[config.mk]
export PLATFORM = sky130hd
export DESIGN_NAME = dma_chan_seq
export DESIGN_NICKNAME = d
export VERILOG_FILES = /design/src/rtl/dma_pkg.sv /design/src/rtl/dma_trig_sel.sv /design/src/rtl/dma_addr_cnt.sv /design/src/rtl/dma_fsm.sv /design/src/rtl/dma_chan_seq.sv
export SDC_FILE = /design/constraint.sdc
export NUM_CORES = 1
export LEC_CHECK = 0
export ABC_CLOCK_PERIOD_IN_PS = 6050
export CAP_MARGIN = 20
export CORE_ASPECT_RATIO = 0.7
export CORE_MARGIN = 8
export CORE_UTILIZATION = 55
export DETAILED_ROUTE_END_ITERATION = 10
export PLACE_DENSITY = 0.8
export SETUP_SLACK_MARGIN = 0.4
export SYNTH_ARGS = -nofsm -noshare
export SYNTH_HDL_FRONTEND = slang
export SYNTH_HIERARCHICAL = 1
export SYNTH_SLANG_ARGS = --single-unit
[constraint.sdc]
create_clock -name clk -period 6.05 [get_ports clk]
set_input_delay 0.605 -clock clk [delete_from_list [all_inputs] [get_ports clk]]
set_output_delay 0.605 -clock clk [all_outputs]
set_load 0.005 [all_outputs]
[src/rtl/dma_pkg.sv]
package dma_pkg;

    localparam int REG_W    = 32;
    localparam int CNT_W    = 20;
    localparam int HW_LINES = 4;
    localparam int SEL_W    = $clog2(HW_LINES);

    typedef enum logic [1:0] {
        SZ_BYTE = 2'd0,
        SZ_HALF = 2'd1,
        SZ_WORD = 2'd2,
        SZ_RSVD = 2'd3
    } size_e;

    // Control word, LSB first: count, size, burst, whole, hw_mode, hw_sel, stop
    typedef struct packed {
        logic             stop_at_end;
        logic [SEL_W-1:0] hw_sel;
        logic             hw_mode;
        logic             whole;
        logic             burst;
        size_e            size;
        logic [CNT_W-1:0] count;
    } ctrl_t;

    localparam int CTRL_W = $bits(ctrl_t);

    typedef enum logic [1:0] {
        ST_IDLE,
        ST_REQ,
        ST_XFER,
        ST_REL
    } state_e;

    localparam logic [2:0] RA_CTRL  = 3'd0;
    localparam logic [2:0] RA_SRC   = 3'd1;
    localparam logic [2:0] RA_DST   = 3'd2;
    localparam logic [2:0] RA_TRIG  = 3'd3;
    localparam logic [2:0] RA_CNT   = 3'd4;
    localparam logic [2:0] RA_CSRC  = 3'd5;
    localparam logic [2:0] RA_CDST  = 3'd6;

    function automatic logic [2:0] size_bytes(input size_e s);
        case (s)
            SZ_BYTE: return 3'd1;
            SZ_HALF: return 3'd2;
            SZ_WORD: return 3'd4;
            default: return 3'd0;
        endcase
    endfunction

endpackage

[src/rtl/dma_trig_sel.sv]
module dma_trig_sel #(
    parameter int NUM_HW = 4,
    parameter int SEL_W  = $clog2(NUM_HW)
) (
    input  logic              clk,
    input  logic              rst,
    input  logic [NUM_HW-1:0] hw_req,
    input  logic              hw_mode,
    input  logic [SEL_W-1:0]  hw_sel,
    input  logic              sw_set,
    input  logic              consume,
    output logic              trig,
    output logic              sw_pend
);

    logic sw_pend_q;

    always_ff @(posedge clk) begin
        if (rst)
            sw_pend_q <= 1'b0;
        else if (sw_set)
            sw_pend_q <= 1'b1;
        else if (consume)
            sw_pend_q <= 1'b0;
    end

    assign sw_pend = sw_pend_q;
    assign trig    = hw_mode ? hw_req[hw_sel] : sw_pend_q;

    p_sw_capture_r7: assert property (@(posedge clk) disable iff (rst)
        sw_set |=> sw_pend_q);

endmodule

[src/rtl/dma_addr_cnt.sv]
module dma_addr_cnt #(
    parameter int ADDR_W = 32,
    parameter int CNT_W  = 20
) (
    input  logic              clk,
    input  logic              rst,
    input  logic              load_src,
    input  logic              load_dst,
    input  logic              load_cnt,
    input  logic [ADDR_W-1:0] src_init,
    input  logic [ADDR_W-1:0] dst_init,
    input  logic [CNT_W-1:0]  cnt_init,
    input  logic              beat_adv,
    input  logic [2:0]        step_bytes,
    input  logic              unit_done,
    input  logic              reload,
    output logic [ADDR_W-1:0] cur_src,
    output logic [ADDR_W-1:0] cur_dst,
    output logic [CNT_W-1:0]  cur_cnt,
    output logic              last_unit,
    output logic              cnt_zero
);

    logic [ADDR_W-1:0] src_q, dst_q;
    logic [CNT_W-1:0]  cnt_q;
    logic              wrap;

    assign last_unit = (cnt_q == CNT_W'(1));
    assign cnt_zero  = (cnt_q == '0);
    assign wrap      = unit_done && last_unit && reload;

    always_ff @(posedge clk) begin
        if (rst) begin
            cnt_q <= '0;
        end else if (load_cnt) begin
            cnt_q <= cnt_init;
        end else if (unit_done) begin
            cnt_q <= wrap ? cnt_init : cnt_q - CNT_W'(1);
        end
    end

    always_ff @(posedge clk) begin
        if (rst) begin
            src_q <= '0;
        end else if (load_src || wrap) begin
            src_q <= src_init;
        end else if (beat_adv) begin
            src_q <= src_q + ADDR_W'(step_bytes);
        end
    end

    always_ff @(posedge clk) begin
        if (rst) begin
            dst_q <= '0;
        end else if (load_dst || wrap) begin
            dst_q <= dst_init;
        end else if (beat_adv) begin
            dst_q <= dst_q + ADDR_W'(step_bytes);
        end
    end

    assign cur_src = src_q;
    assign cur_dst = dst_q;
    assign cur_cnt = cnt_q;

    p_count_step_r8: assert property (@(posedge clk) disable iff (rst)
        (unit_done && !last_unit && !load_cnt) |=> cnt_q == $past(cnt_q) - CNT_W'(1));

    p_reload_count_r9: assert property (@(posedge clk) disable iff (rst)
        (unit_done && last_unit && reload && !load_cnt) |=> cnt_q == $past(cnt_init));

    p_stop_zero_r10: assert property (@(posedge clk) disable iff (rst)
        (unit_done && last_unit && !reload && !load_cnt) |=> cnt_zero);

endmodule

[src/rtl/dma_fsm.sv]
module dma_fsm
    import dma_pkg::*;
#(
    parameter int BURST_LEN = 4,
    parameter int BEAT_W    = $clog2(BURST_LEN)
) (
    input  logic  clk,
    input  logic  rst,
    input  logic  trig,
    input  logic  chan_on,
    input  logic  cnt_zero,
    input  logic  last_unit,
    input  size_e size,
    input  logic  burst,
    input  logic  whole,
    input  logic  bus_gnt,
    input  logic  bus_ack,
    output logic  bus_req,
    output logic  bus_valid,
    output logic  consume,
    output logic  err_set,
    output logic  beat_adv,
    output logic  unit_done,
    output logic  done
);

    state_e            state_q, state_d;
    logic [BEAT_W-1:0] beat_q, beat_d;
    logic              last_beat;

    assign last_beat = !burst || (beat_q == BEAT_W'(BURST_LEN - 1));

    always_comb begin
        state_d   = state_q;
        beat_d    = beat_q;
        bus_req   = 1'b0;
        bus_valid = 1'b0;
        consume   = 1'b0;
        err_set   = 1'b0;
        beat_adv  = 1'b0;
        unit_done = 1'b0;
        done      = 1'b0;
        case (state_q)
            ST_IDLE: begin
                if (trig && chan_on && !cnt_zero) begin
                    consume = 1'b1;
                    if (size == SZ_RSVD)
                        err_set = 1'b1;
                    else
                        state_d = ST_REQ;
                end
            end
            ST_REQ: begin
                bus_req = 1'b1;
                if (bus_gnt) begin
                    state_d = ST_XFER;
                    beat_d  = '0;
                end
            end
            ST_XFER: begin
                bus_req   = 1'b1;
                bus_valid = 1'b1;
                if (bus_ack) begin
                    beat_adv = 1'b1;
                    if (last_beat)
                        state_d = ST_REL;
                    else
                        beat_d = beat_q + BEAT_W'(1);
                end
            end
            ST_REL: begin
                unit_done = 1'b1;
                done      = last_unit;
                state_d   = (!last_unit && whole) ? ST_REQ : ST_IDLE;
            end
            default: state_d = ST_IDLE;
        endcase
    end

    always_ff @(posedge clk) begin
        if (rst) begin
            state_q <= ST_IDLE;
            beat_q  <= '0;
        end else begin
            state_q <= state_d;
            beat_q  <= beat_d;
        end
    end

    p_release_after_unit_r5: assert property (@(posedge clk) disable iff (rst)
        (state_q == ST_XFER && bus_ack && last_beat) |=> !bus_req);

    p_wait_grant_r5: assert property (@(posedge clk) disable iff (rst)
        (state_q == ST_REQ && !bus_gnt) |=> !bus_valid);

    p_whole_rerequest_r4: assert property (@(posedge clk) disable iff (rst)
        (unit_done && !last_unit && whole) |=> bus_req);

    p_done_single_r11: assert property (@(posedge clk) disable iff (rst)
        done |=> !done);

    p_no_rsvd_start_r12: assert property (@(posedge clk) disable iff (rst)
        $rose(bus_req) |-> $past(size) != SZ_RSVD);

endmodule

[src/rtl/dma_chan_seq.sv]
module dma_chan_seq
    import dma_pkg::*;
#(
    parameter int ADDR_W    = 32,
    parameter int BURST_LEN = 4
) (
    input  logic                clk,
    input  logic                rst,
    input  logic                reg_we,
    input  logic [2:0]          reg_addr,
    input  logic [REG_W-1:0]    reg_wdata,
    output logic [REG_W-1:0]    reg_rdata,
    input  logic [HW_LINES-1:0] hw_req,
    output logic                bus_req,
    input  logic                bus_gnt,
    output logic                bus_valid,
    output logic [ADDR_W-1:0]   bus_src_addr,
    output logic [ADDR_W-1:0]   bus_dst_addr,
    output logic [1:0]          bus_size,
    input  logic                bus_ack,
    output logic                done
);

    ctrl_t             ctrl_q;
    logic [ADDR_W-1:0] src_init_q, dst_init_q;
    logic              chan_on_q, err_q;

    logic wr_ctrl, wr_src, wr_dst, wr_trig;
    logic trig, sw_pend, consume, err_set, beat_adv, unit_done;
    logic last_unit, cnt_zero;
    logic [ADDR_W-1:0] cur_src, cur_dst;
    logic [CNT_W-1:0]  cur_cnt;

    assign wr_ctrl = reg_we && (reg_addr == RA_CTRL);
    assign wr_src  = reg_we && (reg_addr == RA_SRC);
    assign wr_dst  = reg_we && (reg_addr == RA_DST);
    assign wr_trig = reg_we && (reg_addr == RA_TRIG);

    always_ff @(posedge clk) begin
        if (rst) begin
            ctrl_q     <= '0;
            src_init_q <= '0;
            dst_init_q <= '0;
        end else begin
            if (wr_ctrl) ctrl_q     <= ctrl_t'(reg_wdata[CTRL_W-1:0]);
            if (wr_src)  src_init_q <= reg_wdata[ADDR_W-1:0];
            if (wr_dst)  dst_init_q <= reg_wdata[ADDR_W-1:0];
        end
    end

    always_ff @(posedge clk) begin
        if (rst)
            chan_on_q <= 1'b0;
        else if (wr_trig)
            chan_on_q <= reg_wdata[0];
        else if (done && ctrl_q.stop_at_end)
            chan_on_q <= 1'b0;
    end

    always_ff @(posedge clk) begin
        if (rst)
            err_q <= 1'b0;
        else if (wr_ctrl)
            err_q <= 1'b0;
        else if (err_set)
            err_q <= 1'b1;
    end

    dma_trig_sel #(
        .NUM_HW (HW_LINES),
        .SEL_W  (SEL_W)
    ) u_trig (
        .clk     (clk),
        .rst     (rst),
        .hw_req  (hw_req),
        .hw_mode (ctrl_q.hw_mode),
        .hw_sel  (ctrl_q.hw_sel),
        .sw_set  (wr_trig && reg_wdata[1]),
        .consume (consume),
        .trig    (trig),
        .sw_pend (sw_pend)
    );

    dma_addr_cnt #(
        .ADDR_W (ADDR_W),
        .CNT_W  (CNT_W)
    ) u_addr (
        .clk        (clk),
        .rst        (rst),
        .load_src   (wr_src),
        .load_dst   (wr_dst),
        .load_cnt   (wr_ctrl),
        .src_init   (wr_src ? reg_wdata[ADDR_W-1:0] : src_init_q),
        .dst_init   (wr_dst ? reg_wdata[ADDR_W-1:0] : dst_init_q),
        .cnt_init   (wr_ctrl ? reg_wdata[CNT_W-1:0] : ctrl_q.count),
        .beat_adv   (beat_adv),
        .step_bytes (size_bytes(ctrl_q.size)),
        .unit_done  (unit_done),
        .reload     (!ctrl_q.stop_at_end),
        .cur_src    (cur_src),
        .cur_dst    (cur_dst),
        .cur_cnt    (cur_cnt),
        .last_unit  (last_unit),
        .cnt_zero   (cnt_zero)
    );

    dma_fsm #(
        .BURST_LEN (BURST_LEN)
    ) u_fsm (
        .clk       (clk),
        .rst       (rst),
        .trig      (trig),
        .chan_on   (chan_on_q),
        .cnt_zero  (cnt_zero),
        .last_unit (last_unit),
        .size      (ctrl_q.size),
        .burst     (ctrl_q.burst),
        .whole     (ctrl_q.whole),
        .bus_gnt   (bus_gnt),
        .bus_ack   (bus_ack),
        .bus_req   (bus_req),
        .bus_valid (bus_valid),
        .consume   (consume),
        .err_set   (err_set),
        .beat_adv  (beat_adv),
        .unit_done (unit_done),
        .done      (done)
    );

    assign bus_src_addr = cur_src;
    assign bus_dst_addr = cur_dst;
    assign bus_size     = ctrl_q.size;

    always_comb begin
        case (reg_addr)
            RA_CTRL: reg_rdata = REG_W'(ctrl_q);
            RA_SRC:  reg_rdata = REG_W'(src_init_q);
            RA_DST:  reg_rdata = REG_W'(dst_init_q);
            RA_TRIG: reg_rdata = REG_W'({err_q, sw_pend, chan_on_q});
            RA_CNT:  reg_rdata = REG_W'(cur_cnt);
            RA_CSRC: reg_rdata = REG_W'(cur_src);
            RA_CDST: reg_rdata = REG_W'(cur_dst);
            default: reg_rdata = '0;
        endcase
    end

    p_off_at_end_r10: assert property (@(posedge clk) disable iff (rst)
        (done && ctrl_q.stop_at_end && !wr_trig) |=> !chan_on_q);

    p_on_kept_r9: assert property (@(posedge clk) disable iff (rst)
        (done && !ctrl_q.stop_at_end && !wr_trig && chan_on_q) |=> chan_on_q);

    p_err_blocks_r12: assert property (@(posedge clk) disable iff (rst)
        err_set |=> !bus_req);

endmodule

==> impl_metrics.yaml <==
setup_path:
  r2r-start: "bus_size[0]"
  rr_worst_depth: 8
  slowest_stage: "nor2b_1"
  critPathTopFamily: "buffers and inverters"
  cp.required_ps: 5440
  arrival_ps: 3430
  cp_slowest_stage_delay_ps: 1000
  r2r-end: "u_addr/cur_dst[28]"
  crit_type: "in2out"
  setup.worst_path.start: "reg_addr[2]"
  critical_path_peak_fanout: 46
  r2r_slack_ps: 2810
  cp-end-kind: "output port"
  path_cells: "buf_2 > nor2b_1 > a2bb2oi_1 > o221ai_1 > clkdlybuf4s50_1"
  worst-path-buf-inv: 2
  cp-start-kind: "primary input"
detailed_routing:
  dr.pass1.iters: 6
  wl_per_cell_um: 23.55
  vias_per_cell: 6.563
  ant_nets: 0
  wirelength_um: 36970
  drtIter0Drc: 1384
  vias: 10300
  drc: 0
sta:
  timing.final.ws_setup_ps: 2015
  slew_headroom: 0.2200
  slew_viol_final: 0
  rsz0062_at_grt: "no"
  worst_pin_slew_ps: 1168
  fin_skew_ps: 14.53
  setup_viol: 0
  totalNegativeSetupSlack_ps: 0
  min_period_ps: 4035
  fmax_mhz: 247.8
  fin_crit_sh: 0.6670
  finalHoldViolCount: 0
clock_network:
  cts_buffer_depth: 2
  cts_root_buf: "clkbuf_16"
  hold_buffers: 0
  insertion_delay_ps: 440
  tritoncts: "done"
  post_cts_buffers: 0
  clkSlewWorstSetupHoldPaths_ps: 80
  cts_buffers: 17
  cts.sinks: 183
  cts_resized: 0
  htreeDepth: 4
final_layout:
  drive_above_1_share: 0.1477
  final_cell_mix: "dfxtp_1, clkdlybuf4s50_1, nor2_1"
  finalInstanceArea_sq_um: 12880
  final_common_cell: "dfxtp_1"
  num-fill-cells: 1584
  n_antenna_cell: 0
  layout.nets: 1348
  fin_util: 0.6596
  area_growth_pct: 19.13
synthesis:
  yosys_most_used_dff: "dfxtp_1"
  synthesis.area_sq_um: 10810
  seq_area_frac_synth: 0.3388
  ys_types: 80
  synth_edf_count: 0
  avgSynthCellArea_sq_um: 9.018
  syn_inst: 1199
  ys_ff_latch: 183
  synth-async-reset-ratio: 0
  ys.warnings.count: 6
  syn-num-nets: 1260
worst_hold_path:
  min_to: "u_fsm/beat_q[1]"
  hold_start: "u_fsm/beat_q[1]"
  min_path_type: "reg2reg"
  min_path_cells: 2
floorplan:
  pin_count: 145
  start_util: 0.5537
  core_sq_um: 19530
  die-area_sq_um: 24470
  die_w_um: 183.6
  rows: 43
  die_y_um: 133.3
power_and_ir_drop:
  pwr_density_cell_nw_per_um2: 220.0
  ir_drop_v: 0.0001787
  p_leak_uw: 0.004664
run:
  drv_cap: 0
global_route:
  grt_overflow: 0
  grt_max_degree: 82
  grt_use_total: 0.2921
  antenna_found_initial: 0
  grt_pass1_vias: 9507
  grt_pass1_wl_um: 56260
place:
  gp_congestion: 0.9805
  io_buffers: 144
  place_area_sq_um: 12310
  pre_cts_ws_ps: 2186
  hpwl_um: 25680
run_status:
  status: "completed"
[synth_stat cells (20+ instances only)]
library cell	instances	share of area
mux2_2	87	0.091
xnor2_1	38	0.031
nand3_1	27	0.012
nor2_1	101	0.035
clkbuf_1	52	0.018
a221oi_1	20	0.016
a211oi_1	63	0.044
inv_1	27	0.0094
mux2_4	20	0.028
a21oi_1	34	0.016
dfxtp_1	183	0.34
mux2i_1	37	0.034
buf_2	25	0.012
nor2b_1	80	0.046
nand2_1	68	0.024
nor3_1	22	0.010
[area by class of cell]
type / count / area [sq um] / share of cell area
multi-input cells: 896 / 6644 / 0.5158
flip-flops and latches: 183 / 3664 / 0.2844
repair buffers: 160 / 1548 / 0.1202
clock buffers: 19 / 432.9 / 0.03361
well taps: 270 / 337.8 / 0.02623
clock inverters: 13 / 141.4 / 0.01098
inverters: 29 / 113.9 / 0.008839
[cells by family (layout without fill, tap and decap cells)]
group	Yosys count	count (layout)	synth area share
AND/OR/NAND/NOR	435	435	0.2223
AO/OA/AOI/OAI	242	242	0.1655
flip-flops	183	183	0.3388
multiplexers	148	148	0.1568
buffers and inverters	120	221	0.05184
XOR/XNOR	54	54	0.04374
adder cells (fa/ha/maj)	17	17	0.02106
[tightest hold or removal path: stages (launching register included)]
cell	delay, ps
dfxtp_1	320
nand2b_1	70
a21oi_1	60
[how the worst max path moves through the flow]
stage,end,slack (ps),depth (start not counted)
2_1_floorplan,u_addr/cur_cnt[16],3290,12
3_3_place_gp,reg_rdata[1],2240,5
3_5_place_dp,reg_rdata[1],2190,5
4_1_cts,reg_rdata[1],2170,5
5_1_grt,reg_rdata[1],1940,5
6_report,reg_rdata[1],2010,5
[state kept, by name, summed over array words and instances, names as in the netlist]
name and count:
u_addr/cur_dst 32, u_addr/cur_cnt 20, chan_on_q 1, dst_init_q 32, bus_size 2, err_q 1
src_init_q 32, u_addr/cur_src 32, u_fsm/beat_q 2, u_trig/sw_pend 1, u_fsm/state_q 2, ctrl_q 26
[stage by stage]
stage / instances / total power (uW) / hold slack, ps
floorplan: 1199 / 1554 / 442.9
global placement: 1537 / 1724 / 458.4
detailed placement: 1538 / 1735 / 476.3
CTS: 1570 / 2823 / 512.5
global route: 1570 / 2915 / 539.5
finish: 1570 / 2834 / 505.2
[per-layer routing]
metal / GRT usage / vias to the layer above / wire [um]
li1: - / 4585 / -
met1: 0.4178 / 4975 / 16330
met2: 0.4150 / 664 / 15320
met3: 0.07073 / 80 / 4169
met4: 0.1086 / 0 / 1154
met5: 0 / - / 0
[where the power goes]
group          internal (uW)  switching [uW]
logic                    200             236
registers               1240            49.0
clock network            580             529
Power figures use the tool's default switching activity.
